## config.mk

```make
export PLATFORM = sky130hd
export DESIGN_NAME = sdram_wm_seq
export DESIGN_NICKNAME = d
export VERILOG_FILES = /design/src/rtl/sdram_wm_seq.sv
export SDC_FILE = /design/constraint.sdc
export NUM_CORES = 1
export LEC_CHECK = 0
export ABC_AREA = 1
export ABC_CLOCK_PERIOD_IN_PS = 1900
export BUFFER_PORTS_ARGS = -buffer_cell sky130_fd_sc_hd__buf_2
export CORE_ASPECT_RATIO = 0.75
export CORE_MARGIN = 5
export CORE_UTILIZATION = 40
export DETAILED_ROUTE_END_ITERATION = 7
export GPL_TIMING_DRIVEN = 0
export PLACE_DENSITY = 0.73
export SLEW_MARGIN = 20
export SYNTH_ARGS = -nofsm -noshare
export SYNTH_HDL_FRONTEND = slang
export SYNTH_SLANG_ARGS = --single-unit
```

## constraint.sdc

```tcl
create_clock -name clk -period 1.9 [get_ports clk]
set_clock_uncertainty 0.15 [all_clocks]
set_input_delay 0.38 -clock clk [delete_from_list [all_inputs] [get_ports clk]]
set_output_delay 0.38 -clock clk [all_outputs]
set_load 0.01 [all_outputs]
```

## src/rtl/sdram_wm_seq.sv

```systemverilog
module sdram_wm_seq #(
  parameter int DEV_WIDTH = 8,
  parameter int BA_W      = 2,
  parameter int ROW_W     = 13,
  parameter int CLK_PS    = 7500,
  parameter int T_RCD_PS  = 20000,
  parameter int T_RAS_PS  = 40000,
  parameter int T_WR_PS   = 15000,
  parameter int T_RP_PS   = 20000,
  localparam int COL_W    = (DEV_WIDTH == 4) ? 11 : (DEV_WIDTH == 8) ? 10 : 9
) (
  input  logic                   clk,
  input  logic                   rst_n,
  input  logic                   req_valid,
  output logic                   req_ready,
  input  logic [BA_W-1:0]        req_bank,
  input  logic [ROW_W-1:0]       req_row,
  input  logic [COL_W-1:0]       req_col,
  input  logic                   req_all_banks,
  input  logic [4*DEV_WIDTH-1:0] req_data,
  input  logic [3:0]             req_mask,
  output logic                   done,
  output logic                   cmd_ras_n,
  output logic                   cmd_cas_n,
  output logic                   cmd_we_n,
  output logic [BA_W-1:0]        cmd_ba,
  output logic [ROW_W-1:0]       cmd_addr,
  output logic                   dq_oe,
  output logic                   dqs_oe,
  output logic [DEV_WIDTH-1:0]   dq_rise,
  output logic [DEV_WIDTH-1:0]   dq_fall,
  output logic                   dm_rise,
  output logic                   dm_fall
);
  localparam int RCD_CYC  = (T_RCD_PS + CLK_PS - 1) / CLK_PS;
  localparam int RAS_CYC  = (T_RAS_PS + CLK_PS - 1) / CLK_PS;
  localparam int WR_CYC   = (T_WR_PS  + CLK_PS - 1) / CLK_PS;
  localparam int RP_CYC   = (T_RP_PS  + CLK_PS - 1) / CLK_PS;
  localparam int PRE_MIN  = RCD_CYC + 3 + WR_CYC;
  localparam int PRE_CYC  = (PRE_MIN > RAS_CYC) ? PRE_MIN : RAS_CYC;
  localparam int DONE_CYC = PRE_CYC + RP_CYC;
  localparam int CNT_W    = $clog2(DONE_CYC + 1);

  localparam logic [CNT_W-1:0] K_WR   = CNT_W'(RCD_CYC);
  localparam logic [CNT_W-1:0] K_D0   = CNT_W'(RCD_CYC + 1);
  localparam logic [CNT_W-1:0] K_D1   = CNT_W'(RCD_CYC + 2);
  localparam logic [CNT_W-1:0] K_POST = CNT_W'(RCD_CYC + 3);
  localparam logic [CNT_W-1:0] K_PRE  = CNT_W'(PRE_CYC);
  localparam logic [CNT_W-1:0] K_LAST = CNT_W'(DONE_CYC - 1);

  logic                   busy;
  logic [CNT_W-1:0]       cyc;
  logic [BA_W-1:0]        ba_q;
  logic [ROW_W-1:0]       row_q;
  logic [COL_W-1:0]       col_q;
  logic                   all_q;
  logic [4*DEV_WIDTH-1:0] data_q;
  logic [3:0]             mask_q;

  always_ff @(posedge clk) begin
    if (!rst_n) begin
      busy   <= 1'b0;
      cyc    <= '0;
      done   <= 1'b0;
      ba_q   <= '0;
      row_q  <= '0;
      col_q  <= '0;
      all_q  <= 1'b0;
      data_q <= '0;
      mask_q <= '0;
    end else begin
      done <= busy && (cyc == K_LAST);
      if (!busy) begin
        if (req_valid) begin
          busy   <= 1'b1;
          cyc    <= '0;
          ba_q   <= req_bank;
          row_q  <= req_row;
          col_q  <= req_col;
          all_q  <= req_all_banks;
          data_q <= req_data;
          mask_q <= req_mask;
        end
      end else if (cyc == K_LAST) begin
        busy <= 1'b0;
      end else begin
        cyc <= cyc + 1'b1;
      end
    end
  end

  logic is_act, is_wr, is_pre, in_d0, in_d1;
  assign is_act = busy && (cyc == '0);
  assign is_wr  = busy && (cyc == K_WR);
  assign is_pre = busy && (cyc == K_PRE);
  assign in_d0  = busy && (cyc == K_D0);
  assign in_d1  = busy && (cyc == K_D1);

  logic [ROW_W-1:0] col_addr;
  generate
    if (DEV_WIDTH == 4) begin : g_x4
      assign col_addr = {{(ROW_W-12){1'b0}}, col_q[10], 1'b0, col_q[9:0]};
    end else if (DEV_WIDTH == 8) begin : g_x8
      assign col_addr = {{(ROW_W-10){1'b0}}, col_q};
    end else begin : g_x16
      assign col_addr = {{(ROW_W-9){1'b0}}, col_q};
    end
  endgenerate

  logic [ROW_W-1:0] pre_addr;
  always_comb begin
    pre_addr     = '0;
    pre_addr[10] = all_q;
  end

  assign req_ready = !busy;
  assign cmd_ras_n = !(is_act || is_pre);
  assign cmd_cas_n = !is_wr;
  assign cmd_we_n  = !(is_wr || is_pre);
  assign cmd_ba    = (is_act || is_wr || (is_pre && !all_q)) ? ba_q : '0;
  assign cmd_addr  = is_act ? row_q : is_wr ? col_addr : is_pre ? pre_addr : '0;

  assign dq_oe   = in_d0 || in_d1;
  assign dqs_oe  = busy && (cyc >= K_WR) && (cyc <= K_POST);
  assign dq_rise = in_d0 ? data_q[0*DEV_WIDTH +: DEV_WIDTH] :
                   in_d1 ? data_q[2*DEV_WIDTH +: DEV_WIDTH] : '0;
  assign dq_fall = in_d0 ? data_q[1*DEV_WIDTH +: DEV_WIDTH] :
                   in_d1 ? data_q[3*DEV_WIDTH +: DEV_WIDTH] : '0;
  assign dm_rise = in_d0 ? mask_q[0] : in_d1 ? mask_q[2] : 1'b0;
  assign dm_fall = in_d0 ? mask_q[1] : in_d1 ? mask_q[3] : 1'b0;

  logic [7:0] since_act, since_data, since_pre;
  logic       bus_act, bus_wr, bus_pre;
  assign bus_act = !cmd_ras_n &&  cmd_cas_n &&  cmd_we_n;
  assign bus_wr  =  cmd_ras_n && !cmd_cas_n && !cmd_we_n;
  assign bus_pre = !cmd_ras_n &&  cmd_cas_n && !cmd_we_n;

  always_ff @(posedge clk) begin
    if (!rst_n) begin
      since_act  <= 8'hFF;
      since_data <= 8'hFF;
      since_pre  <= 8'hFF;
    end else begin
      since_act  <= bus_act ? 8'd1 : (since_act  == 8'hFF ? since_act  : since_act  + 8'd1);
      since_data <= dq_oe   ? 8'd1 : (since_data == 8'hFF ? since_data : since_data + 8'd1);
      since_pre  <= bus_pre ? 8'd1 : (since_pre  == 8'hFF ? since_pre  : since_pre  + 8'd1);
    end
  end

  assert_act_to_wr_R3: assert property (@(posedge clk) disable iff (!rst_n)
    bus_wr |-> (int'(since_act) >= RCD_CYC));
  assert_wr_no_autopre_R3: assert property (@(posedge clk) disable iff (!rst_n)
    bus_wr |-> !cmd_addr[10]);
  assert_dq_inside_strobe_R6: assert property (@(posedge clk) disable iff (!rst_n)
    dq_oe |-> dqs_oe);
  assert_ras_min_R7: assert property (@(posedge clk) disable iff (!rst_n)
    bus_pre |-> (int'(since_act) >= RAS_CYC));
  assert_write_recovery_R7: assert property (@(posedge clk) disable iff (!rst_n)
    bus_pre |-> (int'(since_data) > WR_CYC));
  assert_precharge_period_R9: assert property (@(posedge clk) disable iff (!rst_n)
    bus_act |-> (int'(since_pre) > RP_CYC));
  assert_done_when_ready_R9: assert property (@(posedge clk) disable iff (!rst_n)
    done |-> req_ready);
  assert_idle_bus_quiet_R10: assert property (@(posedge clk) disable iff (!rst_n)
    req_ready |-> (cmd_ras_n && cmd_cas_n && cmd_we_n && !dqs_oe));
endmodule

```

==> impl_metrics.yaml, run 1 <==
clocking:
  clock_insertion_delay_worst_skew_ns: 0.34
  cts_buffers: 9
  cts_sinks: 68
  clk_path_buf_depth: 2
  post_cts_hold_buffer_count: 0
  tritoncts: "yes"
  clock_tree.htree_level_count: 3
  cts_root_buffer: "clkbuf_8"
  path_clk_slew_ns: 0.07
critical_path:
  timing.critical_path.arrival_ns: 1.69
  setup.worst_path.start_class: "flop"
  crit_path_max_fanout: 5
  endpoint_kind: "output pin"
  worstPathRequired_ns: 1.37
  setup_cp_type: "flop to output pin"
status:
  violations: "negative setup slack"
  status: "finished with violations"
floorplan:
  floorplan.initialDensity: 0.407
  num_rows: 27
  die_x_um: 109
  io-pin-count: 105
  die_height_um: 84.5
  floorplan.die_area_mm2: 0.00924
  floorplan.core_area_mm2: 0.00726
logic_synthesis:
  synth_fa_ha_area_frac: 0.0169
  postSynth.topFlopCell: "dfxtp_1"
  yosysUniqueCellTypes: 24
  synth.net_count: 477
  synth_enable_flop_cells: 0
  area_fraction_in_and_or_nand_and_nor_cells_after_synthesis: 0.222
  postSynth.asyncResetShare: 0
  yosys.area_share.xor_xnor: 0.00296
  synth.yosys.seq_area_share: 0.460
  synth_top_area_cells: "dfxtp_1 (46%), o21ai_0 (16%), nor2_1 (11%)"
  synth.ff_latch_count: 68
  synth_top_area_frac: 0.460
  yosysMostFrequentCell: "o21ai_0"
  avgSynthCellArea_um2: 7.25
  synthDominantAreaCellType: "dfxtp_1"
  synth_area_mm2: 0.00296
  synthCells: 408
  synth-compound-area-share: 0.205
  combinational_family_with_the_most_area_after_synthesis: "simple AND/OR/NAND/NOR gates"
  yosysWarningCount: 0
  leading_post_synthesis_cells_by_instance_count: "o21ai_0 (92), nor2_1 (84), dfxtp_1 (68)"
  synthMuxAreaShare: 0
place:
  port_buffers: 103
  placedCellCount: 612
  post_place_instance_area_mm2: 0.00360
  gp_routability_congestion: 0.844
  place_hpwl_um: 6560
sta:
  min_period_ns: 2.22
  timing.final.hold_violations: 0
  timing.final.max_slew_violations: 0
  post-route-period-util: 1.17
  setup_viol: 37
  finalWorstSetupSlack_ns: -0.315
  slew-limit-headroom: 0.679
  rsz0062_at_grt: "true"
  max_freq_ghz: 0.451
  timing_worst_slew_pin_value_ns: 0.481
finish:
  post-route-cell-area_mm2: 0.00445
  fraction_of_final_layout_cells_with_drive_strength_greater_than_1: 0.440
  antenna_cells_inserted: 0
  finish.cell_count_without_fillers: 651
  nNetsFinal: 614
  finalCoreUtilization: 0.613
  syn_to_final_growth_pct: 50.4
routing:
  first_pass_iteration_count_of_the_detailed_router: 7
  detail_route.wl_per_cell_um: 15.2
  finalWirelength_um: 9900
  detail_route.drc_violations: 0
  via_total_after_detailed_routing: 3291
  antenna_violating_nets_post_route: 0
  initialDrtViolationCount: 192
  via_per_inst: 5.06
hold_path:
  hold_path.class: "input pin to flop"
global_route:
  antenna_found_initial: 0
  groute.usage.overall: 0.213
  global_route.overflow_total: 0
  number_of_global_route_vias_before_repair: 3257
  grt_max_degree: 12
  grt_first_pass_wirelength_um: 15400
power_and_ir_drop:
  power_per_cell_area_mw_per_mm2: 736
  p_leak_uw: 0.00195
  irDropWorstVdd_uv: 388
run:
  cap_violations: 0
kinds of logic after synthesis:
kind of cell,Yosys count
adder cells (fa/ha/maj),4
AO/OA/AOI/OAI,121
buffers and inverters,61
XOR/XNOR,1
flip-flops,68
AND/OR/NAND/NOR,153
layer usage:
layer / global-route usage / routed length [µm]
met2: 0.336 / 4580
met1: 0.287 / 4360
met3: 0.0538 / 815
met4: 0.0657 / 146
met5: 0 / 0
worst max-delay path, stage by stage, from the launching register on:
cell	delay, ns
dfxtp_4	0.38
inv_4	0.07
ha_4	0.17
nand4_1	0.12
buf_6	0.17
buf_6	0.14
o21ai_1	0.14
buf_2	0.15
metrics by stage:
stage	hold slack [ns]	TNS (ns)	power (µW)	worst slack [ns]
finish	0.127	-9.29	3280	-0.315
global route	0.147	-11.62	3430	-0.380
CTS	0.119	-8.75	3240	-0.311
detailed placement	0.290	-6.37	2060	-0.300
global placement	0.284	-5.81	2040	-0.287
floorplan	0.275	0	1890	0.0613
power by group:
group	switching, µW	internal [µW]	leakage, µW
clock network	540	600	0.0000931
registers	66.0	1540	0.000566
logic	311	218	0.00129
total	917	2360	0.00195
final cells by class:
type	instances	area (µm²)
flip-flops and latches	68	1370
multi-input cells	279	1670
clock buffers	11	131
repair buffers	126	747
clock inverters	5	52.6
fillers	658	2810
inverters	32	133
well taps	101	126
plain buffers	29	220
final timing paths:
path | slack (ns) | endpoint | cells after the start | start
max | -0.32 | dq_rise[5] | 7 | cyc[0]$_SDFFE_PN0P_
min | 0.13 | col_q[8]$_SDFFE_PN0P_ | 3 | req_col[8]
max reg2reg | 0.30 | cyc[1]$_SDFFE_PN0P_ | 8 | cyc[0]$_SDFFE_PN0P_
min reg2reg | 0.30 | data_q[13]$_SDFFE_PN0P_ | 2 | data_q[13]$_SDFFE_PN0P_
state kept, by name (all words and copies together) (netlist names):
name	cells
col_q	10
ba_q	2
row_q	13
cyc	4
all_q	1
data_q	32
done	1
mask_q	4
busy	1
timing repair:
action | 4_1_cts | 5_1_grt
setup endpoints to repair | 38 | 37
resized for setup | 88 | 62
pin swaps | 8 | 7
setup buffers | 13 | 6
cloned | 5 | 0
cells in the final DEF (no fill, tap or decap), types with 6 or more instances in the layout:
cell type  netlist  layout
a21oi_1         28      28
buf_2           18     112
buf_4            1      13
buf_6            3      18
clkbuf_1         6       8
clkbuf_8         0       9
dfxtp_1         68      63
inv_1           28      25
nand2_1         23      13
nand2_2          0       6
nand3_1         36      15
nand3_2          1      18
nor2_1          84      82
o21ai_0         92      62
o21ai_1          1       6
o21ai_2          0      24
Power figures use the tool's default switching activity.
==> run 2, diff against run 1 <==
--- a/config.mk
+++ b/config.mk
@@ -8,7 +8,8 @@
 export ABC_AREA = 1
 export ABC_CLOCK_PERIOD_IN_PS = 1900
 export BUFFER_PORTS_ARGS = -buffer_cell sky130_fd_sc_hd__buf_2
-export CORE_ASPECT_RATIO = 0.75
+export CAP_MARGIN = 20
+export CORE_ASPECT_RATIO = 0.7
 export CORE_MARGIN = 5
 export CORE_UTILIZATION = 40
 export DETAILED_ROUTE_END_ITERATION = 7
==> run 2 against run 1 <==
- the run still ends with negative setup slack left
- count of clock-buffer cells in the layout is the same
- largest power group unchanged
- cell count shrank 0.15%
- first-iteration DRC count grew 32%
- worst hold slack gained 0.0074 ns
- setup slack gained 0.045 ns
- critical path depth grew 2
- die area grew 0.10%
- register-to-register slack lost 0.04 ns
- critical path type unchanged
- sequential share of layout area shrank 0.34 points
==> impl_metrics.yaml, run 2 (synthesis results as in run 1) <==
routing:
  finalWirelength_um: 10700
  first_pass_iteration_count_of_the_detailed_router: 7
  detail_route.wl_per_cell_um: 16.5
  detail_route.drc_violations: 0
  initialDrtViolationCount: 254
  via_total_after_detailed_routing: 3382
  via_per_inst: 5.20
  antenna_violating_nets_post_route: 0
place:
  gp_routability_congestion: 0.876
  port_buffers: 103
  post_place_instance_area_mm2: 0.00360
  pre_cts_slack_ns: -0.309
  place_hpwl_um: 6890
critical_path:
  setup_cp_type: "flop to output pin"
  slowest_stage_delay_cp_ns: 0.39
  regToRegStartpoint: "cyc[0]$_SDFFE_PN0P_"
  crit_slowest_cell: "dfxtp_4"
  rrSetupSlack_ns: 0.26
  critical_path_buf_inv_count: 4
  setup.worst_path.start_class: "flop"
  critical_path.cell_chain: "inv_4 -> ha_4 -> nand2_4 -> inv_8 -> nand2_8 -> buf_8 -> nand2_2 -> o21ai_2 -> buf_2"
  timing.critical_path.arrival_ns: 1.64
  worstPathRequired_ns: 1.37
  timing.critical_path.max_delay_family: "buffers and inverters"
  critPathLaunch: "cyc[0]$_SDFFE_PN0P_"
  crit_path_max_fanout: 6
  endpoint_kind: "output pin"
power_and_ir_drop:
  power_per_cell_area_mw_per_mm2: 708
  irDropWorstVdd_uv: 386
  p_leak_uw: 0.00198
floorplan:
  die_height_um: 82.0
  floorplan.core_area_mm2: 0.00725
  num_rows: 26
  die_x_um: 113
  floorplan.initialDensity: 0.408
  floorplan.die_area_mm2: 0.00925
  io-pin-count: 105
sta:
  finalWorstSetupSlack_ns: -0.271
  setup_viol: 37
  max_freq_ghz: 0.461
  post-route-period-util: 1.14
  tns_ns: -8.11
  timing.final.max_slew_violations: 0
  rsz0062_at_grt: "true"
  slew-limit-headroom: 0.642
  min_period_ns: 2.17
  timing.final.hold_violations: 0
  timing_worst_slew_pin_value_ns: 0.537
hold_path:
  hold_path.class: "input pin to flop"
  worstHoldStart: "req_data[20]"
global_route:
  antenna_found_initial: 0
  groute.usage.overall: 0.223
  global_route.overflow_total: 0
  grt_max_degree: 11
  number_of_global_route_vias_before_repair: 3226
  grt_first_pass_wirelength_um: 15900
finish:
  area.sequential_mm2: 0.00137
  antenna_cells_inserted: 0
  layout_top_registers: "data_q x32, row_q x13, col_q x10"
  fraction_of_final_layout_cells_with_drive_strength_greater_than_1: 0.438
  mostFrequentLayoutCell: "buf_2"
  multi_input_comb_area_mm2: 0.00169
  highest_count_cells_in_the_layout_ignoring_fill_and_taps: "buf_2 (109), nor2_1 (82), dfxtp_1 (64), o21ai_0 (62), a21oi_1 (28)"
  largest_reg_flops: 32
  top_register: "data_q"
  fillCellCount: 633
  post-route-cell-area_mm2: 0.00450
  finalCoreUtilization: 0.620
  syn_to_final_growth_pct: 52.0
  nNetsFinal: 618
clocking:
  path_clk_slew_ns: 0.07
  tritoncts: "yes"
  cts_sinks: 68
  cts_buffers: 9
  clock_insertion_delay_worst_skew_ns: 0.34
  clk_path_buf_depth: 2
  clock_tree.htree_level_count: 3
  post_cts_hold_buffer_count: 0
  cts_root_buffer: "clkbuf_8"
run:
  cap_violations: 0
status:
  status: "finished with violations"
  violations: "negative setup slack"
[run 2: metal layers]
layer | vias up | GRT usage | part of all wire | routed length (µm)
met5 | - | 0 | 0 | 0
li1 | 1631 | - | - | -
met4 | 0 | 0.0744 | 0.023 | 242
met2 | 166 | 0.359 | 0.46 | 4960
met1 | 1564 | 0.291 | 0.42 | 4490
met3 | 21 | 0.0611 | 0.094 | 1010
[run 2: worst min-delay path, cell delays in order]
cell and delay (ns):
buf_2 0.07, o21ai_0 0.07, nor2_1 0.07
[run 2: metrics by stage]
stage	power, µW	hold slack (ns)	instances
global route	3330	0.137	650
finish	3180	0.134	650
detailed placement	2060	0.288	609
floorplan	1890	0.275	408
CTS	3130	0.123	642
global placement	2050	0.283	609
[run 2: worst paths after layout]
check / endpoint / depth (start not counted)
setup / recovery: cmd_addr[2] / 9
hold / removal: data_q[20]$_SDFFE_PN0P_ / 3
setup reg to reg: cyc[3]$_SDFFE_PN0P_ / 8
hold reg to reg: data_q[4]$_SDFFE_PN0P_ / 2
[run 2: repair_timing]
| action | CTS | global route |
|---|---|---|
| setup endpoints to repair | 38 | 37 |
| gates resized for setup | 103 | 54 |
| pin swaps | 12 | 14 |
| buffers inserted | 14 | 8 |
| gates cloned | 5 | 1 |
[run 2: report_power, final]
group	total, µW	leakage [µW]	switching, µW	internal (µW)
clock network	1010	0.0000848	524	488
registers	1610	0.000565	67.2	1540
logic	564	0.00133	334	230
[run 2: cell type report]
type / count / area share
multi-input combinational: 279 / 0.375
sequential: 68 / 0.305
timing repair buffer: 130 / 0.181
buffer: 29 / 0.0481
clock buffer: 11 / 0.0314
inverter: 32 / 0.0295
tap: 98 / 0.0273
clock inverter: 3 / 0.00334
